$ cat src/rtl/prio_enc_pkg.sv
package prio_enc_pkg;
  // strobes from the slice control half to the slice data half
  typedef struct packed {
    logic sliceOn;  // slice enable asserted
    logic anyReq;   // at least one request asserted
  } sliceStrobe_t;
endpackage

$ cat src/rtl/prioSliceCtrl.sv
module prioSliceCtrl
  import prio_enc_pkg::*;
#(
  parameter int IN_W = 8
) (
  input  logic            enInN,
  input  logic [IN_W-1:0] reqN,
  output sliceStrobe_t    strobe,
  output logic            grpN,
  output logic            enOutN
);
  logic anyReq;
  logic sliceOn;

  always_comb begin
    anyReq  = |(~reqN);
    sliceOn = ~enInN;
    strobe.sliceOn = sliceOn;
    strobe.anyReq  = anyReq;
    grpN   = ~(sliceOn & anyReq);
    enOutN = ~(sliceOn & ~anyReq);
  end
endmodule

$ cat src/rtl/prioSliceData.sv
module prioSliceData
  import prio_enc_pkg::*;
#(
  parameter int IN_W   = 8,
  parameter int CODE_W = $clog2(IN_W)
) (
  input  logic [IN_W-1:0]   reqN,
  input  sliceStrobe_t      strobe,
  output logic [CODE_W-1:0] codeN
);
  logic [CODE_W-1:0] winIdx;

  always_comb begin
    winIdx = '0;
    // ascending scan: a later (higher) asserted request overwrites earlier ones
    for (int i = 0; i < IN_W; i++) begin
      if (!reqN[i]) winIdx = CODE_W'(i);
    end
    codeN = (strobe.sliceOn && strobe.anyReq) ? ~winIdx : '1;
  end

  // top request asserted on an enabled slice forces the all-zero code
  always_comb begin
    if (strobe.sliceOn && !reqN[IN_W-1])
      a_r3_top_wins: assert (codeN == '0);
  end
endmodule

$ cat src/rtl/prioSlice.sv
module prioSlice
  import prio_enc_pkg::*;
#(
  parameter int IN_W   = 8,
  parameter int CODE_W = $clog2(IN_W)
) (
  input  logic              enInN,
  input  logic [IN_W-1:0]   reqN,
  output logic [CODE_W-1:0] codeN,
  output logic              grpN,
  output logic              enOutN
);
  sliceStrobe_t strobe;

  prioSliceCtrl #(.IN_W(IN_W)) ctrl (
    .enInN (enInN),
    .reqN  (reqN),
    .strobe(strobe),
    .grpN  (grpN),
    .enOutN(enOutN)
  );

  prioSliceData #(.IN_W(IN_W), .CODE_W(CODE_W)) data (
    .reqN  (reqN),
    .strobe(strobe),
    .codeN (codeN)
  );

  // disabled slice drives every output high
  always_comb begin
    if (enInN)
      a_r2_disabled_high: assert (codeN == '1 && grpN && enOutN);
  end

  // group flag and enable output never both asserted
  always_comb begin
    a_r6_grp_eo_exclusive: assert (grpN || enOutN);
  end

  // without a group flag the code stays all ones
  always_comb begin
    if (grpN)
      a_r7_idle_code: assert (codeN == '1);
  end
endmodule

$ cat src/rtl/prioChain.sv
module prioChain #(
  parameter int NUM_SLICES   = 2,
  parameter int SLICE_IN     = 8,
  parameter int SLICE_CODE_W = $clog2(SLICE_IN),
  parameter int SEL_W        = (NUM_SLICES > 1) ? $clog2(NUM_SLICES) : 0,
  parameter int IDX_W        = SLICE_CODE_W + SEL_W
) (
  input  logic                         enInN,
  input  logic [NUM_SLICES*SLICE_IN-1:0] reqN,
  output logic [IDX_W-1:0]             codeN,
  output logic                         grpN,
  output logic                         enOutN
);
  logic [NUM_SLICES:0]     enVec;   // enVec[s+1] enables slice s
  logic [NUM_SLICES-1:0]   grpVec;
  logic [SLICE_CODE_W-1:0] sliceCode [NUM_SLICES];
  logic [SLICE_CODE_W-1:0] lowAnd;

  assign enVec[NUM_SLICES] = enInN;

  for (genvar s = 0; s < NUM_SLICES; s++) begin : g_slice
    prioSlice #(.IN_W(SLICE_IN), .CODE_W(SLICE_CODE_W)) slice (
      .enInN (enVec[s+1]),
      .reqN  (reqN[s*SLICE_IN +: SLICE_IN]),
      .codeN (sliceCode[s]),
      .grpN  (grpVec[s]),
      .enOutN(enVec[s])
    );
  end

  // idle slices drive all ones, so AND keeps the single active code
  always_comb begin
    lowAnd = '1;
    for (int s = 0; s < NUM_SLICES; s++) lowAnd &= sliceCode[s];
  end

  if (SEL_W > 0) begin : g_wide
    logic [SEL_W-1:0] highAnd;
    always_comb begin
      highAnd = '1;
      for (int s = 0; s < NUM_SLICES; s++) begin
        if (!grpVec[s]) highAnd &= ~SEL_W'(s);
      end
    end
    assign codeN = {highAnd, lowAnd};
  end else begin : g_narrow
    assign codeN = lowAnd;
  end

  assign grpN   = &grpVec;
  assign enOutN = enVec[0];

  // at most one slice claims a request
  always_comb begin
    a_r8_one_group: assert ($countones(~grpVec) <= 1);
  end

  // no request found means an all-ones wide code
  always_comb begin
    if (grpN)
      a_r9_idle_wide: assert (codeN == '1);
  end

  // overall group flag and enable output never both asserted
  always_comb begin
    a_r10_top_exclusive: assert (grpN || enOutN);
  end
endmodule

$ cat config.mk
export PLATFORM = sky130hd
export DESIGN_NAME = prioChain
export DESIGN_NICKNAME = d
export VERILOG_FILES = /design/src/rtl/prio_enc_pkg.sv /design/src/rtl/prioSliceCtrl.sv /design/src/rtl/prioSliceData.sv /design/src/rtl/prioSlice.sv /design/src/rtl/prioChain.sv
export SDC_FILE = /design/constraint.sdc
export NUM_CORES = 1
export LEC_CHECK = 0
export CAP_MARGIN = 20
export CORE_AREA = 2 2 39 41
export DETAILED_ROUTE_END_ITERATION = 10
export DIE_AREA = 0 0 41 43
export GPL_TIMING_DRIVEN = 0
export PLACE_DENSITY_LB_ADDON = 0.15
export REMOVE_ABC_BUFFERS = 1
export SLEW_MARGIN = 15
export SYNTH_ARGS = -nofsm -noshare
export SYNTH_HDL_FRONTEND = slang
export SYNTH_HIERARCHICAL = 1
export SYNTH_SLANG_ARGS = --single-unit
$ cat constraint.sdc
create_clock -name vclk -period 5.6
set_clock_uncertainty 0.2 [all_clocks]
set_input_delay 1.12 -clock vclk [all_inputs]
set_output_delay 1.12 -clock vclk [all_outputs]
set_load 0.05 [all_outputs]
==> reports/metrics.cfg, run 1 <==
[yosys]
post_synth.cell_area_avg_sq_um = 5.78
syn_inst = 45
netlist_area_sq_um = 260
yosysTopAreaCellShare_pct = 14.4
ys_types = 13
yosysWarningCount = 6
netlist_top_cells_count = 6 x a21oi_1, 6 x nand2_1, 6 x nand4_1
seq_area_frac_synth_pct = 0
synth.area.top_cells = buf_4 14%, nand4_1 14%, a21oi_1 12%
yosys.area.top_type = buf_4

[pwr]
p_int_w = 0.0000179
clkPwrFrac_pct = 0
swShare_pct = 48.9
power.total_w = 0.0000350
power.density_nw_per_um2 = 74.0
seq_power_share_pct = 0
cellLeakagePower_nw = 0.169
combPwrFrac_pct = 100.0
p_switching_w = 0.0000171
vdd_drop_max_mv = 0.0236

[floorplan]
die_x_um = 41
io_pins = 23
start_util_pct = 18.8
dieHeight_um = 43
core_region_area_sq_um = 1380
die_area_sq_um = 1760
rows = 14

[cells_and_area]
syn_to_final_growth_pct = 81.7
n_sequential_cell = 0
utilization_pct = 34.2
drive_above_1_share_pct = 0
n_antenna_cell = 0
fin_nets = 82
multi_input_area_sq_um = 215
final-seq-area_sq_um = 0
fillers = 164
num-clock-buffers = 0
final_cells = 79

[sta]
max_freq_ghz = 0.214
final_max_slew_viol_count = 0
hold_viol = 0
max-slew-margin-rel_pct = 67.1
setup_violations = 0
worstMarginPinSlew_ps = 492
whs_ps = 3340
finalSetupTns_ps = 0
fin_crit_sh_pct = 83.3
rsz0062_at_grt = no
period_needed_ps = 4660

[drt]
dr.pass1.iters = 4
vias_per_cell = 4.71
dr.first_iter.drc_count = 9
ant_nets = 0
wl_per_cell_um = 10.1
wl_um = 800
vias = 372
drc_errors = 0

[setup_path]
path_class = primary input to output pin
worstPathMaxFanout = 4
cp_data_arrival_time_ps = 3340
crit_path_end_kind = output pin
start_kind = primary input
critical_path_required_ps = 4280

[clock_network]
post_cts_buffers = 0
ctsResizeCount = 0
postCtsHoldBufs = 0

[flow_run]
maxCapViolations = 0

[global_routing]
grtUsageTotal_pct = 9.49
grt_pass1_vias = 342
grt_first_pass_wirelength_um = 1260
grt_antenna_before_repair = 0
grt_max_degree = 5
grt_overflow = 0

[hold_path]
min_from = reqN[8]
hold_path_class = primary input to output pin
whs_path_depth = 4
holdPathEnd = codeN[3]

[placed_design]
io_buffers = 23
gp_congestion = 0.633
placed_cells = 79
hpwl_um = 692

[status]
outcome = completed

## power groups by stage
stage          clock network, W  registers, W   logic, W
6_report                      0             0  0.0000350
5_1_grt                       0             0  0.0000375
4_1_cts                       0             0  0.0000352
3_5_place_dp                  0             0  0.0000350
3_3_place_gp                  0             0  0.0000351
2_1_floorplan                 0             0  0.0000150
## cell families (layout without fill, tap and decap cells)
group,after synthesis,count (layout),share of synthesized area (%)
simple gates,26,26,55.8
compound gates,12,12,26.9
buf+inv,7,25,17.3
## through the flow
stage	worst slack, ps	area, sq um
4_1_cts	920	473
3_3_place_gp	926	473
3_5_place_dp	918	473
5_1_grt	767	473
2_1_floorplan	1330	223
6_report	937	473
## worst max-delay path: stages
cell and delay, ps:
clkdlybuf4s50_1 510, nand4_1 130, or3_1 390, inv_1 100
nand4_1 90, a21oi_1 110, nor2_1 50, and2_1 150
clkdlybuf4s50_1 690
## worst max path at each step
| stage | cells past startpoint | to | startpoint | slack (ps) |
|---|---|---|---|---|
| 2_1_floorplan | 3 | grpN | reqN[11] | 1330 |
| 3_3_place_gp | 9 | codeN[0] | reqN[11] | 930 |
| 3_5_place_dp | 9 | codeN[0] | reqN[14] | 920 |
| 4_1_cts | 9 | codeN[0] | reqN[11] | 920 |
| 5_1_grt | 9 | codeN[0] | reqN[11] | 770 |
| 6_report | 9 | codeN[0] | reqN[14] | 940 |
## area by class of cell
type / count / share of cell area [%]
multi-input combinational: 38 / 45.5
tap: 16 / 4.23
timing repair buffer: 23 / 48.7
inverter: 2 / 1.59
## placed cells by master (no fill, tap or decap)
cell type         n
o21bai_1          4
inv_1             2
o21ai_0           2
nand4_1           6
or3_1             2
nand2b_1          2
clkdlybuf4s50_1  23
or2b_1            2
nand2_1           6
and2_1            4
a21oi_1           6
or2_1             2
nor2_1            2
## routing by layer
| metal | part of all wire (%) | global-route usage [%] |
|---|---|---|
| met4 | 0 | 0 |
| met2 | 48 | 18.1 |
| met5 | 0 | 0 |
| met1 | 39 | 11.4 |
| met3 | 13 | 0.524 |
(Power assumes the default switching activity.)
==> run 2, diff against run 1 <==
clock period = 4.5 ns   (was 5.6 ns; I/O delays follow)
==> results of run 2 <==
The final DEF is identical to that of run 1. Status: completed.
Main changes from that run: setup slack after placement 918 ps -> 258 ps; setup slack after layout 937 ps -> 277 ps; hold slack 3340 ps -> 2900 ps; total power 0.0000350 W -> 0.0000436 W; worst IR drop on VDD 0.0236 mV -> 0.0294 mV
